<file path="src/rtl/fseq_pkg.sv">
package fseq_pkg;
  localparam int ADDR_W = 24;
  localparam int WORD_W = 8;

  localparam logic [7:0] OP_WR_ENABLE  = 8'h06;
  localparam logic [7:0] OP_CHIP_ERASE = 8'hC7;
  localparam logic [7:0] OP_PAGE_WRITE = 8'h02;
  localparam logic [7:0] OP_GET_STATUS = 8'h05;
  localparam int         BUSY_BIT      = 0;

  typedef enum logic [2:0] {
    EN_IDLE, EN_ARM, EN_SHIFT, EN_GAP, EN_CLOSE
  } eng_state_t;

  typedef enum logic [2:0] {
    SQ_IDLE, SQ_WREN, SQ_CMD, SQ_DATA, SQ_POLL_CMD, SQ_POLL_RD, SQ_CHECK
  } seq_state_t;
endpackage

</file>
<file path="src/rtl/fseq_tick_gen.sv">
module fseq_tick_gen #(
  parameter int DIV_W = 12
) (
  input  logic             clk,
  input  logic             rst,
  input  logic [DIV_W-1:0] div_half,
  output logic             tick_rise,
  output logic             tick_fall
);
  logic [DIV_W-1:0] cnt;
  logic [DIV_W-1:0] lim;
  logic             phase;

  assign lim = (div_half == '0) ? DIV_W'(1) : div_half;

  always_ff @(posedge clk) begin
    if (rst) begin
      cnt       <= '0;
      phase     <= 1'b0;
      tick_rise <= 1'b0;
      tick_fall <= 1'b0;
    end else if (cnt >= lim - DIV_W'(1)) begin
      cnt       <= '0;
      phase     <= ~phase;
      tick_rise <= ~phase;
      tick_fall <= phase;
    end else begin
      cnt       <= cnt + DIV_W'(1);
      tick_rise <= 1'b0;
      tick_fall <= 1'b0;
    end
  end
endmodule

</file>
<file path="src/rtl/fseq_spi_engine.sv">
module fseq_spi_engine
  import fseq_pkg::*;
#(
  parameter int W = WORD_W
) (
  input  logic         clk,
  input  logic         rst,
  input  logic         tick_rise,
  input  logic         tick_fall,
  input  logic         req,
  input  logic [W-1:0] tx_byte,
  input  logic         last,
  input  logic         miso,
  output logic         rdy,
  output logic [W-1:0] rx_byte,
  output logic         cs_n,
  output logic         sclk,
  output logic         mosi
);
  localparam int CNT_W = (W > 1) ? $clog2(W) : 1;

  eng_state_t       est;
  logic [W-1:0]     sh;
  logic [CNT_W-1:0] bit_left;
  logic             last_q;

  assign rdy = (est == EN_IDLE) || (est == EN_GAP);

  always_ff @(posedge clk) begin
    if (rst) begin
      est      <= EN_IDLE;
      cs_n     <= 1'b1;
      sclk     <= 1'b0;
      mosi     <= 1'b0;
      sh       <= '0;
      rx_byte  <= '0;
      bit_left <= '0;
      last_q   <= 1'b0;
    end else begin
      case (est)
        EN_IDLE, EN_GAP: if (req) begin
          sh     <= tx_byte;
          last_q <= last;
          est    <= EN_ARM;
        end
        EN_ARM: if (tick_rise) begin
          cs_n     <= 1'b0;
          sclk     <= 1'b1;
          mosi     <= sh[W-1];
          sh       <= {sh[W-2:0], 1'b0};
          bit_left <= CNT_W'(W - 1);
          est      <= EN_SHIFT;
        end
        EN_SHIFT: begin
          if (tick_fall) begin
            sclk    <= 1'b0;
            rx_byte <= {rx_byte[W-2:0], miso};
            if (bit_left == '0) est <= last_q ? EN_CLOSE : EN_GAP;
            else                bit_left <= bit_left - CNT_W'(1);
          end else if (tick_rise) begin
            sclk <= 1'b1;
            mosi <= sh[W-1];
            sh   <= {sh[W-2:0], 1'b0};
          end
        end
        EN_CLOSE: if (tick_rise) begin
          cs_n <= 1'b1;
          est  <= EN_IDLE;
        end
        default: est <= EN_IDLE;
      endcase
    end
  end
endmodule

</file>
<file path="src/rtl/flash_rewrite_seq.sv">
module flash_rewrite_seq
  import fseq_pkg::*;
#(
  parameter int LEN_W      = 24,
  parameter int DIV_W      = 12,
  parameter int POLL_W     = 16,
  parameter int PAGE_BYTES = 256
) (
  input  logic              clk,
  input  logic              rst,
  input  logic              start,
  input  logic [LEN_W-1:0]  total_len,
  input  logic [DIV_W-1:0]  div_half,
  input  logic [POLL_W-1:0] poll_limit,
  input  logic [7:0]        in_data,
  input  logic              in_valid,
  output logic              in_ready,
  output logic              busy,
  output logic              done,
  output logic              timeout_err,
  output logic              cs_n,
  output logic              sclk,
  output logic              mosi,
  input  logic              miso
);
  localparam int PG_W = $clog2(PAGE_BYTES);

  logic              tick_rise, tick_fall;
  logic              eng_rdy, eng_req, eng_last;
  logic [7:0]        eng_byte, rx_byte;
  seq_state_t        st;
  logic [1:0]        idx;
  logic [PG_W-1:0]   pg_cnt;
  logic [LEN_W-1:0]  remain;
  logic [ADDR_W-1:0] addr;
  logic [POLL_W-1:0] polls;
  logic              erasing;
  logic              page_end;

  fseq_tick_gen #(.DIV_W(DIV_W)) u_tick (
    .clk(clk), .rst(rst), .div_half(div_half),
    .tick_rise(tick_rise), .tick_fall(tick_fall)
  );

  fseq_spi_engine #(.W(WORD_W)) u_eng (
    .clk(clk), .rst(rst), .tick_rise(tick_rise), .tick_fall(tick_fall),
    .req(eng_req), .tx_byte(eng_byte), .last(eng_last), .miso(miso),
    .rdy(eng_rdy), .rx_byte(rx_byte), .cs_n(cs_n), .sclk(sclk), .mosi(mosi)
  );

  assign page_end = (pg_cnt == PG_W'(PAGE_BYTES - 1)) || (remain == LEN_W'(1));
  assign in_ready = (st == SQ_DATA) && eng_rdy;

  // Byte offered to the serial engine in the current state
  always_comb begin
    eng_req  = 1'b0;
    eng_byte = 8'h00;
    eng_last = 1'b0;
    if (eng_rdy) begin
      case (st)
        SQ_WREN: begin
          eng_req = 1'b1; eng_byte = OP_WR_ENABLE; eng_last = 1'b1;
        end
        SQ_CMD: begin
          eng_req = 1'b1;
          if (erasing) begin
            eng_byte = OP_CHIP_ERASE; eng_last = 1'b1;
          end else begin
            case (idx)
              2'd0:    eng_byte = OP_PAGE_WRITE;
              2'd1:    eng_byte = addr[23:16];
              2'd2:    eng_byte = addr[15:8];
              default: eng_byte = addr[7:0];
            endcase
          end
        end
        SQ_DATA: if (in_valid) begin
          eng_req = 1'b1; eng_byte = in_data; eng_last = page_end;
        end
        SQ_POLL_CMD: begin
          eng_req = 1'b1; eng_byte = OP_GET_STATUS;
        end
        SQ_POLL_RD: begin
          eng_req = 1'b1; eng_byte = 8'h00; eng_last = 1'b1;
        end
        default: ;
      endcase
    end
  end

  always_ff @(posedge clk) begin
    if (rst) begin
      st          <= SQ_IDLE;
      busy        <= 1'b0;
      done        <= 1'b0;
      timeout_err <= 1'b0;
      idx         <= '0;
      pg_cnt      <= '0;
      remain      <= '0;
      addr        <= '0;
      polls       <= '0;
      erasing     <= 1'b0;
    end else begin
      case (st)
        SQ_IDLE: if (start) begin
          busy        <= 1'b1;
          done        <= 1'b0;
          timeout_err <= 1'b0;
          remain      <= total_len;
          addr        <= '0;
          erasing     <= 1'b1;
          st          <= SQ_WREN;
        end
        SQ_WREN: if (eng_rdy) begin
          idx <= '0;
          st  <= SQ_CMD;
        end
        SQ_CMD: if (eng_rdy) begin
          if (erasing) begin
            polls <= '0;
            st    <= SQ_POLL_CMD;
          end else begin
            idx <= idx + 2'd1;
            if (idx == 2'd3) begin
              pg_cnt <= '0;
              st     <= SQ_DATA;
            end
          end
        end
        SQ_DATA: if (eng_rdy && in_valid) begin
          pg_cnt <= pg_cnt + PG_W'(1);
          remain <= remain - LEN_W'(1);
          if (page_end) begin
            polls <= '0;
            st    <= SQ_POLL_CMD;
          end
        end
        SQ_POLL_CMD: if (eng_rdy) st <= SQ_POLL_RD;
        SQ_POLL_RD:  if (eng_rdy) st <= SQ_CHECK;
        SQ_CHECK: if (eng_rdy) begin
          if (!rx_byte[BUSY_BIT]) begin
            if (!erasing) addr <= addr + ADDR_W'(PAGE_BYTES);
            erasing <= 1'b0;
            if (remain == '0) begin
              busy <= 1'b0;
              done <= 1'b1;
              st   <= SQ_IDLE;
            end else begin
              st <= SQ_WREN;
            end
          end else if (polls == poll_limit) begin
            busy        <= 1'b0;
            timeout_err <= 1'b1;
            st          <= SQ_IDLE;
          end else begin
            polls <= polls + POLL_W'(1);
            st    <= SQ_POLL_CMD;
          end
        end
        default: st <= SQ_IDLE;
      endcase
    end
  end
endmodule

</file>
<file path="config.mk">
export PLATFORM = sky130hd
export DESIGN_NAME = flash_rewrite_seq
export DESIGN_NICKNAME = d
export VERILOG_FILES = /design/src/rtl/fseq_pkg.sv /design/src/rtl/fseq_tick_gen.sv /design/src/rtl/fseq_spi_engine.sv /design/src/rtl/flash_rewrite_seq.sv
export SDC_FILE = /design/constraint.sdc
export NUM_CORES = 1
export LEC_CHECK = 0
export BUFFER_PORTS_ARGS = -buffer_cell sky130_fd_sc_hd__buf_2
export CORE_MARGIN = 2
export CORE_UTILIZATION = 45
export CTS_BUF_LIST = sky130_fd_sc_hd__clkbuf_4 sky130_fd_sc_hd__clkbuf_8
export DETAILED_ROUTE_END_ITERATION = 16
export PLACE_DENSITY = 0.64
export SLEW_MARGIN = 0
export SYNTH_ARGS = -nofsm -noshare
export SYNTH_HDL_FRONTEND = slang
export SYNTH_HIERARCHICAL = 1
export SYNTH_SLANG_ARGS = --single-unit
</file>
<file path="constraint.sdc">
create_clock -name clk -period 4.2 [get_ports clk]
set_input_delay 0.21 -clock clk [delete_from_list [all_inputs] [get_ports clk]]
set_output_delay 0.21 -clock clk [all_outputs]
set_load 0.03 [all_outputs]
</file>
==> results of run 1 <==
## how the worst min path moves through the flow
stage | from | end | slack, ns | depth (start not counted)
2_1_floorplan | rst | u_tick/phase | 0.29 | 1
3_3_place_gp | done | done | 0.45 | 2
3_5_place_dp | done | done | 0.46 | 2
4_1_cts | miso | u_eng/rx_byte[0] | 0.06 | 3
5_1_grt | miso | u_eng/rx_byte[0] | 0.07 | 3
6_report | miso | u_eng/rx_byte[0] | 0.08 | 3
## routing by layer
metal	vias up	part of all wire	routed length [microns]	GRT usage
met5	-	0	0	0
met4	0	0.0066	113	0.0356
li1	3300	-	-	-
met1	3095	0.49	8430	0.298
met3	8	0.043	729	0.0401
met2	117	0.46	7760	0.341
## stage by stage
stage,util,hold slack (ns),cells
after floorplan,-,0.286,869
after global placement,0.486,0.453,1086
after detailed placement,0.486,0.462,1086
after CTS,0.500,0.0582,1102
after global routing,0.500,0.0746,1102
final,0.500,0.0753,1102
## report_power, final
part	internal, W	total (W)	switching [W]
clock network	0.000311	0.000681	0.000370
logic	0.000589	0.00155	0.000959
registers	0.00115	0.00136	0.000206
total	0.00205	0.00359	0.00154
## registers in the layout, indices dropped and copies added (netlist names), 2 cells and up
signal and count:
u_eng/bit_left 3, pg_cnt 8, polls 16, u_tick/cnt 12, u_eng/est 3, remain 24, addr 16, st 3
idx 2, u_eng/sh 8
## critical path: cells and delay by family (launching register included)
kind	cells	cell delay, ns
XOR/XNOR	1	0.23
flip-flops	1	0.62
AO/OA/AOI/OAI	2	0.48
buffers and inverters	2	0.45
AND/OR/NAND/NOR	4	1.14
## layout make-up
type | instances | area share
well taps | 188 | 0.0312
clock buffers | 12 | 0.0203
flip-flops and latches | 107 | 0.284
clock inverters | 4 | 0.00747
repair buffers | 79 | 0.0551
inverters | 32 | 0.0159
multi-input cells | 680 | 0.586
==> impl_metrics.ini, run 1 <==
[status]
outcome = finished clean

[cts]
max-clock-path-buffers = 2
post_cts_resize_count = 0
clock-sinks = 107
cts_hold_buf = 0
path_clk_slew_ns = 0.10
post_cts_buffers = 0
cts-buffers-inserted = 9
cts_tree = yes
cts.root.buffer_cell = sky130_fd_sc_hd__clkbuf_8
latest_clock_arrival_within_the_worst_skew_pair_ns = 0.39
h-tree-depth = 3

[grt]
first_global_vias = 5836
grt_antenna_before_repair = 0
gr_usage_total = 0.211
global_route_overflow = 0
grt_start_max_net_pins = 38
grt_pass1_wl_microns = 28500

[timing]
setup_viol = 0
min_period_ns = 2.98
clock-skew-final_ns = 0.0153
hold_viol_final = 0
fin_tns_setup_ns = 0
timing.slew.headroom = 0.475
grt_setup_unrepaired = false
layout_setup_ws_ns = 1.22
fmax_mhz = 335
worst_pin_slew_ns = 0.786
slew_violations = 0
period_utilisation_layout = 0.710

[placement]
placement.setup.worst_slack_ns = 0.887
post_dp_cell_area_sq_um = 7330
numPortBuffers = 71
dp_hpwl_microns = 12100
place.gp.congestion = 0.811

[critical_path]
setup.worst_path.end_class = flop
crit_start = u_eng/est[0]
crit_slowest_cell = sky130_fd_sc_hd__dfxtp_1
critPathArrivalTime_ns = 3.30
timing.reg2reg.setup_slack_ns = 1.22
capture_instance_of_the_worst_register_to_register_path = addr[23]
critical_path_capture_point = addr[23]
timing_worst_setup_path_type = reg -> reg
cp_cell_sequence = xor2_1, nor2_1, buf_4, nand3_1, a221oi_2, buf_4, nand3_1, or4_1, a21oi_1
ff2ff_path_depth = 9
rr_startpoint = u_eng/est[0]
start_kind = flop
critical_path.max_fanout = 16
slowest_stage_delay_cp_ns = 0.62
cp_data_required_time_ns = 4.52

[final_layout]
sequential_cell_area_sq_um = 2140
multi_input_area_sq_um = 4420
antennaDiodeCount = 0
syn2layout_area_growth_pct = 9.05
fill_cells = 1543
most_frequent_cells_in_the_layout = sky130_fd_sc_hd__dfxtp_1, sky130_fd_sc_hd__nor2_1, sky130_fd_sc_hd__buf_2
final_common_cell = sky130_fd_sc_hd__dfxtp_1
layout.cell_area.non_filler_sq_um = 7540
layout-drive-gt1-share = 0.141
layout.nets = 1000

[drt]
route.detailed.drc = 0
drt_iter0_drc = 407
dr_vias = 6520
final_antenna_net_count = 0
avgViaCountPerCell = 5.92
drtPass1Iterations = 5
detail_route.wl_per_cell_microns = 15.5
drt-total-wl_microns = 17000

[worst_hold_path]
hold_class = in -> reg

[floorplanning]
core_footprint_sq_um = 15100
ioPinCount = 72
fp-row-count = 45
start_util = 0.458
die_area_sq_um = 16400
die_width_microns = 128
die_height_microns = 128

[power_and_ir_drop]
power-per-cell-area_nw_per_um2 = 476
total_leakage_power_nw = 2.81
total_power_w = 0.00359
max-vdd-ir-drop_mv = 0.229

[run]
cap_viol_max_count = 0

[synthesis]
synthesis.nets = 960
yosys_warnings = 6
avgSynthCellArea_sq_um = 7.95
synthesis.area_sq_um = 6910
synthCells = 869
Note: power is estimated with default switching activity, not from simulation.
==> run 2: changes to the inputs <==
ABC_AREA = 1   (was not set)
PLACE_DENSITY = 0.63   (was 0.64)
clock period = 3.1 ns   (was 4.2 ns; I/O delays follow)
==> impl_metrics.ini, run 2 <==
[timing]
period_utilisation_layout = 0.794
grt_setup_unrepaired = false
worst_pin_slew_ns = 0.615
setup_viol = 0
timing.slew.headroom = 0.590
slew_violations = 0
clock-skew-final_ns = 0.0177
hold_viol_final = 0
fmax_mhz = 406
fin_tns_setup_ns = 0
min_period_ns = 2.46

[floorplanning]
fp-row-count = 47
ioPinCount = 72
die_width_microns = 134
start_util = 0.462
die_area_sq_um = 18100
die_height_microns = 134
core_footprint_sq_um = 16600

[cts]
cts.root.buffer_cell = sky130_fd_sc_hd__clkbuf_8
cts_tree = yes
post_cts_resize_count = 0
cts-buffers-inserted = 9
post_cts_buffers = 0
max-clock-path-buffers = 2
latest_clock_arrival_within_the_worst_skew_pair_ns = 0.40
cts_hold_buf = 1
h-tree-depth = 3
path_clk_slew_ns = 0.10
clock-sinks = 107

[grt]
grt_antenna_before_repair = 0
grt_pass1_wl_microns = 31500
grt_start_max_net_pins = 39
gr_usage_total = 0.208
global_route_overflow = 0
first_global_vias = 6796

[final_layout]
syn2layout_area_growth_pct = 8.62
register_ranked_first_by_flip_flop_count = remain
layout.nets = 1358
antennaDiodeCount = 0
biggestRegsByFlops = remain x24, addr x16, polls x16
layout-drive-gt1-share = 0.128
most_frequent_cells_in_the_layout = sky130_fd_sc_hd__nand2_1, sky130_fd_sc_hd__nor2_1, sky130_fd_sc_hd__inv_1
post-route-util = 0.502
fill_cells = 1765
final_common_cell = sky130_fd_sc_hd__nand2_1
max_reg_flops = 24

[power_and_ir_drop]
power-per-cell-area_nw_per_um2 = 726
clock_network_fraction_of_total_power = 0.149
max-vdd-ir-drop_mv = 0.369
total_power_w = 0.00604
cellInternalPower_w = 0.00309
share_seq_of_total_power = 0.320
total_leakage_power_nw = 3.60
p_switching_w = 0.00296
switching_share = 0.489
combinational_group_share_of_total_power = 0.531

[drt]
final_antenna_net_count = 0
detail_route.wl_per_cell_microns = 12.3
dr_vias = 7412
drt-total-wl_microns = 18300
drtPass1Iterations = 5
route.detailed.drc = 0
avgViaCountPerCell = 4.97
drt_iter0_drc = 418

[placement]
place.gp.congestion = 0.870
numPortBuffers = 71
dp_hpwl_microns = 13700

[critical_path]
cp_data_required_time_ns = 3.42
timing.reg2reg.setup_slack_ns = 0.75
slowest_stage_delay_cp_ns = 0.28
critical_path_capture_point = u_tick/cnt[11]
ff2ff_path_depth = 9
crit_start = div_half[4]
critPathArrivalTime_ns = 2.78
start_kind = input pin
critPathMostFrequentCell = sky130_fd_sc_hd__nand2_1
capture_instance_of_the_worst_register_to_register_path = polls[8]
rr_startpoint = u_eng/est[0]
setup.worst_path.end_class = flop
timing_worst_setup_path_type = in -> reg
cp_cell_sequence = buf_2, nor2_1, nand2_1, inv_1, nand3_1, nand2_1, inv_1, ha_1, nand3_1, nor2_1, nand3_1, xor2_1, ha_1, nand2_2, inv_1, nand2_1, nand2_1, a21oi_2, nand3_2, a21oi_1
critical_path.max_fanout = 12
crit_slowest_cell = sky130_fd_sc_hd__ha_1

[run]
cap_viol_max_count = 0

[synthesis]
avgSynthCellArea_sq_um = 6.33
yosys_warnings = 6
synthesis.nets = 1302
synthesis.area_sq_um = 7660
synthCells = 1211

[status]
outcome = finished clean

[worst_hold_path]
hold_class = in -> reg
-- run 2: changes by cell type in the layout (fill, tap and decap cells not counted), moves of 11 or more --
cell	previous run	this run
sky130_fd_sc_hd__nand2_1	64	318
sky130_fd_sc_hd__inv_1	32	142
sky130_fd_sc_hd__nor2_1	89	181
sky130_fd_sc_hd__nand3_1	44	83
sky130_fd_sc_hd__a21oi_1	63	80
sky130_fd_sc_hd__nor4_1	16	0
sky130_fd_sc_hd__mux2i_1	13	0
sky130_fd_sc_hd__nand2_2	0	12
sky130_fd_sc_hd__a22o_1	12	1
sky130_fd_sc_hd__and2_1	11	0
sky130_fd_sc_hd__or3_1	11	0
-- run 2: through the flow --
| stage | cell area (sq um) | instances | worst slack [ns] | hold slack, ns |
|---|---|---|---|---|
| final | 8320 | 1492 | 0.639 | 0.0130 |
| after CTS | 8320 | 1492 | 0.633 | 0.00307 |
| after global placement | 8110 | 1475 | 0.326 | 0.415 |
| after floorplan | 7660 | 1211 | 0.739 | 0.224 |
| after global routing | 8320 | 1492 | 0.319 | 0.0120 |
| after detailed placement | 8110 | 1475 | 0.216 | 0.430 |
-- run 2: routing by layer --
layer,global-route usage,share of wire,vias up
li1,-,-,4009
met5,0,0,-
met1,0.288,0.51,3298
met3,0.0394,0.031,7
met4,0.0333,0.0065,0
met2,0.344,0.45,98
-- run 2: how the worst min path moves through the flow --
| stage | start | endpoint | slack (ns) | cells past startpoint |
|---|---|---|---|---|
| global placement | miso | u_eng/rx_byte[0] | 0.41 | 3 |
| CTS | miso | u_eng/rx_byte[0] | 0.003 | 3 |
| detailed placement | miso | u_eng/rx_byte[0] | 0.43 | 3 |
| floorplan | rst | u_eng/mosi | 0.22 | 1 |
| finish | miso | u_eng/rx_byte[0] | 0.01 | 3 |
| global route | total_len[0] | remain[0] | 0.01 | 3 |
-- run 2: power by group through the flow --
stage	Combinational, W	Clock [W]	Sequential, W
detailed placement	0.00320	0	0.00196
floorplan	0.00272	0	0.00191
CTS	0.00322	0.000934	0.00193
global route	0.00370	0.000991	0.00197
global placement	0.00318	0	0.00195
finish	0.00321	0.000903	0.00193
-- run 2: area by class of cell --
type                       instances  area (sq um)  area share
clock buffer                       9           124      0.0149
clock inverter                     7          80.1     0.00962
inverter                         154           583      0.0701
multi-input combinational        918          4710       0.566
sequential                       107          2140       0.257
tap                              220           275      0.0331
timing repair buffer              77           403      0.0484
-- run 2: critical path, delay by kind of cell --
family	cells	cell delay (ns)
buffers and inverters	4	0.34
adders and majority gates	2	0.48
xor gates and xnor gates	1	0.16
and+or+nand+nor	11	1.27
AOI/OAI and AO/OA	2	0.36
==> run 3: changes to the inputs <==
ABC_AREA = 0   (was 1)
PLACE_DENSITY = 0.66   (was 0.63)
clock period = 2 ns   (was 3.1 ns; I/O delays follow)
==> impl_metrics.ini, run 3 (same netlist as run 1, synthesis figures left out) <==
[final_layout]
max_reg_flops = 24
final_common_cell = sky130_fd_sc_hd__buf_4
post-route-util = 0.650
register_ranked_first_by_flip_flop_count = remain
layout-drive-gt1-share = 0.376
syn2layout_area_growth_pct = 42.0
most_frequent_cells_in_the_layout = sky130_fd_sc_hd__buf_4, sky130_fd_sc_hd__dfxtp_1, sky130_fd_sc_hd__nor2_1
layout.nets = 1175
biggestRegsByFlops = remain x24, addr x16, polls x16

[power_and_ir_drop]
cellInternalPower_w = 0.00637
power-per-cell-area_nw_per_um2 = 1080
max-vdd-ir-drop_mv = 0.644
switching_share = 0.400
clock_network_fraction_of_total_power = 0.145
total_leakage_power_nw = 3.91
total_power_w = 0.0106
combinational_group_share_of_total_power = 0.605
p_switching_w = 0.00425
share_seq_of_total_power = 0.251

[timing]
period_utilisation_layout = 1.27
setup_viol = 66
slew_violations = 0
worst_pin_slew_ns = 0.558
layout_setup_ws_ns = -0.539
timing.slew.headroom = 0.627
hold_viol_final = 0
worst_hold_slack_ns = 0.0134
min_period_ns = 2.54
clock-skew-final_ns = 0.0180
fmax_mhz = 394
grt_setup_unrepaired = true

[drt]
drt-total-wl_microns = 21000
drt_iter0_drc = 605
drtPass1Iterations = 5
detail_route.wl_per_cell_microns = 16.4
route.detailed.drc = 0
dr_vias = 7497
avgViaCountPerCell = 5.87
final_antenna_net_count = 0

[placement]
numPortBuffers = 71
place.gp.congestion = 0.889
dp_hpwl_microns = 14000

[critical_path]
ff2ff_path_depth = 7
rr_startpoint = remain[19]
critPathArrivalTime_ns = 2.87
critical_path.max_fanout = 6
timing.reg2reg.setup_slack_ns = -0.19
timing_worst_setup_path_type = in -> reg
start_kind = input pin
critical_path_capture_point = u_tick/cnt[3]
cp_data_required_time_ns = 2.33
capture_instance_of_the_worst_register_to_register_path = polls[6]
crit_start = div_half[7]
setup.worst_path.end_class = flop

[cts]
clock-sinks = 107
cts-buffers-inserted = 9
latest_clock_arrival_within_the_worst_skew_pair_ns = 0.40
path_clk_slew_ns = 0.11
cts_tree = yes
cts.root.buffer_cell = sky130_fd_sc_hd__clkbuf_8
h-tree-depth = 3
max-clock-path-buffers = 2

[grt]
grt_antenna_before_repair = 1
first_global_vias = 6705
grt_pass1_wl_microns = 31800
global_route_overflow = 0
gr_usage_total = 0.237
grt_start_max_net_pins = 33

[floorplanning]
die_height_microns = 128
start_util = 0.458
die_area_sq_um = 16400
ioPinCount = 72
die_width_microns = 128
core_footprint_sq_um = 15100
fp-row-count = 45

[worst_hold_path]
hold_class = in -> reg
worst_hold_startpoint = total_len[10]
hold_critical_path_depth = 3

[run]
cap_viol_max_count = 0

[status]
outcome = finished with violations
violations = negative setup slack
==> run 3: changes by cell type in the layout (fill, tap and decap cells not counted), sizes merged, moves of 10 or more <==
cell    previous run  this run
nand2            338        64
buf               76       248
inv              153        33
nor2             196        92
nand3             91        45
nor4               0        19
a21oi             84        67
mux2i              0        13
a22o               1        12
and2               0        11
or3                0        11
or4                0        11
nand2b             0        10
==> run 3: layout make-up <==
cell class,instances,area [sq um]
fillers,1279,5280
multi-input cells,681,5040
flip-flops and latches,107,2160
repair buffers,253,2030
well taps,188,235
clock buffers,11,139
inverters,32,125
clock inverters,5,85.1
diodes,1,2.50
==> run 3: critical path, cell delays in order <==
cell	delay, ns
sky130_fd_sc_hd__buf_6	0.09
sky130_fd_sc_hd__or4_4	0.54
sky130_fd_sc_hd__nor2_4	0.10
sky130_fd_sc_hd__nand2_2	0.08
sky130_fd_sc_hd__nor3_2	0.13
sky130_fd_sc_hd__nor2_1	0.07
sky130_fd_sc_hd__ha_2	0.18
sky130_fd_sc_hd__nor2b_4	0.13
sky130_fd_sc_hd__nand2_2	0.06
sky130_fd_sc_hd__nor4_2	0.04
sky130_fd_sc_hd__xnor2_1	0.16
sky130_fd_sc_hd__ha_1	0.28
sky130_fd_sc_hd__nand4_1	0.15
sky130_fd_sc_hd__nor4_4	0.07
sky130_fd_sc_hd__or4_4	0.55
sky130_fd_sc_hd__nor2_1	0.12
==> run 3: how the worst min path moves through the flow <==
stage,endpoint,slack [ns]
final,remain[10],0.01
after global routing,remain[10],0.02
after CTS,remain[10],0.009
after detailed placement,u_eng/rx_byte[0],0.39
after global placement,remain[0],0.38
after floorplan,u_tick/phase,0.18
==> run 3: per-layer routing <==
| metal | vias up | GRT usage | part of all wire |
|---|---|---|---|
| met2 | 235 | 0.396 | 0.48 |
| met3 | 44 | 0.0513 | 0.059 |
| li1 | 3656 | - | - |
| met1 | 3562 | 0.314 | 0.44 |
| met4 | 0 | 0.0588 | 0.020 |
| met5 | - | 0 | 0 |
==> run 3: through the flow <==
stage / TNS [ns] / worst slack [ns] / instances / instance area, sq um
2_1_floorplan: -11.50 / -0.797 / 869 / 7090
3_3_place_gp: -15.08 / -0.989 / 1217 / 8520
3_5_place_dp: -15.56 / -1.03 / 1217 / 8520
4_1_cts: -10.52 / -0.579 / 1245 / 9050
5_1_grt: -20.09 / -0.701 / 1278 / 9810
6_report: -12.32 / -0.539 / 1278 / 9810
==> run 3: timing repair <==
action | CTS | global route
hold buffers | 2 | 0
resized for setup | 43 | 133
buffers inserted | 7 | 31
endpoints found under the hold margin | 2 | 0
gates cloned | 3 | 4
setup endpoints to repair | 48 | 86
pin swaps | 24 | 65
==> run 3: power groups by stage <==
stage / Combinational (W) / Clock (W) / Sequential, W
finish: 0.00642 / 0.00154 / 0.00266
global route: 0.00683 / 0.00164 / 0.00269
CTS: 0.00509 / 0.00156 / 0.00264
detailed placement: 0.00481 / 0 / 0.00268
global placement: 0.00476 / 0 / 0.00268
floorplan: 0.00300 / 0 / 0.00272
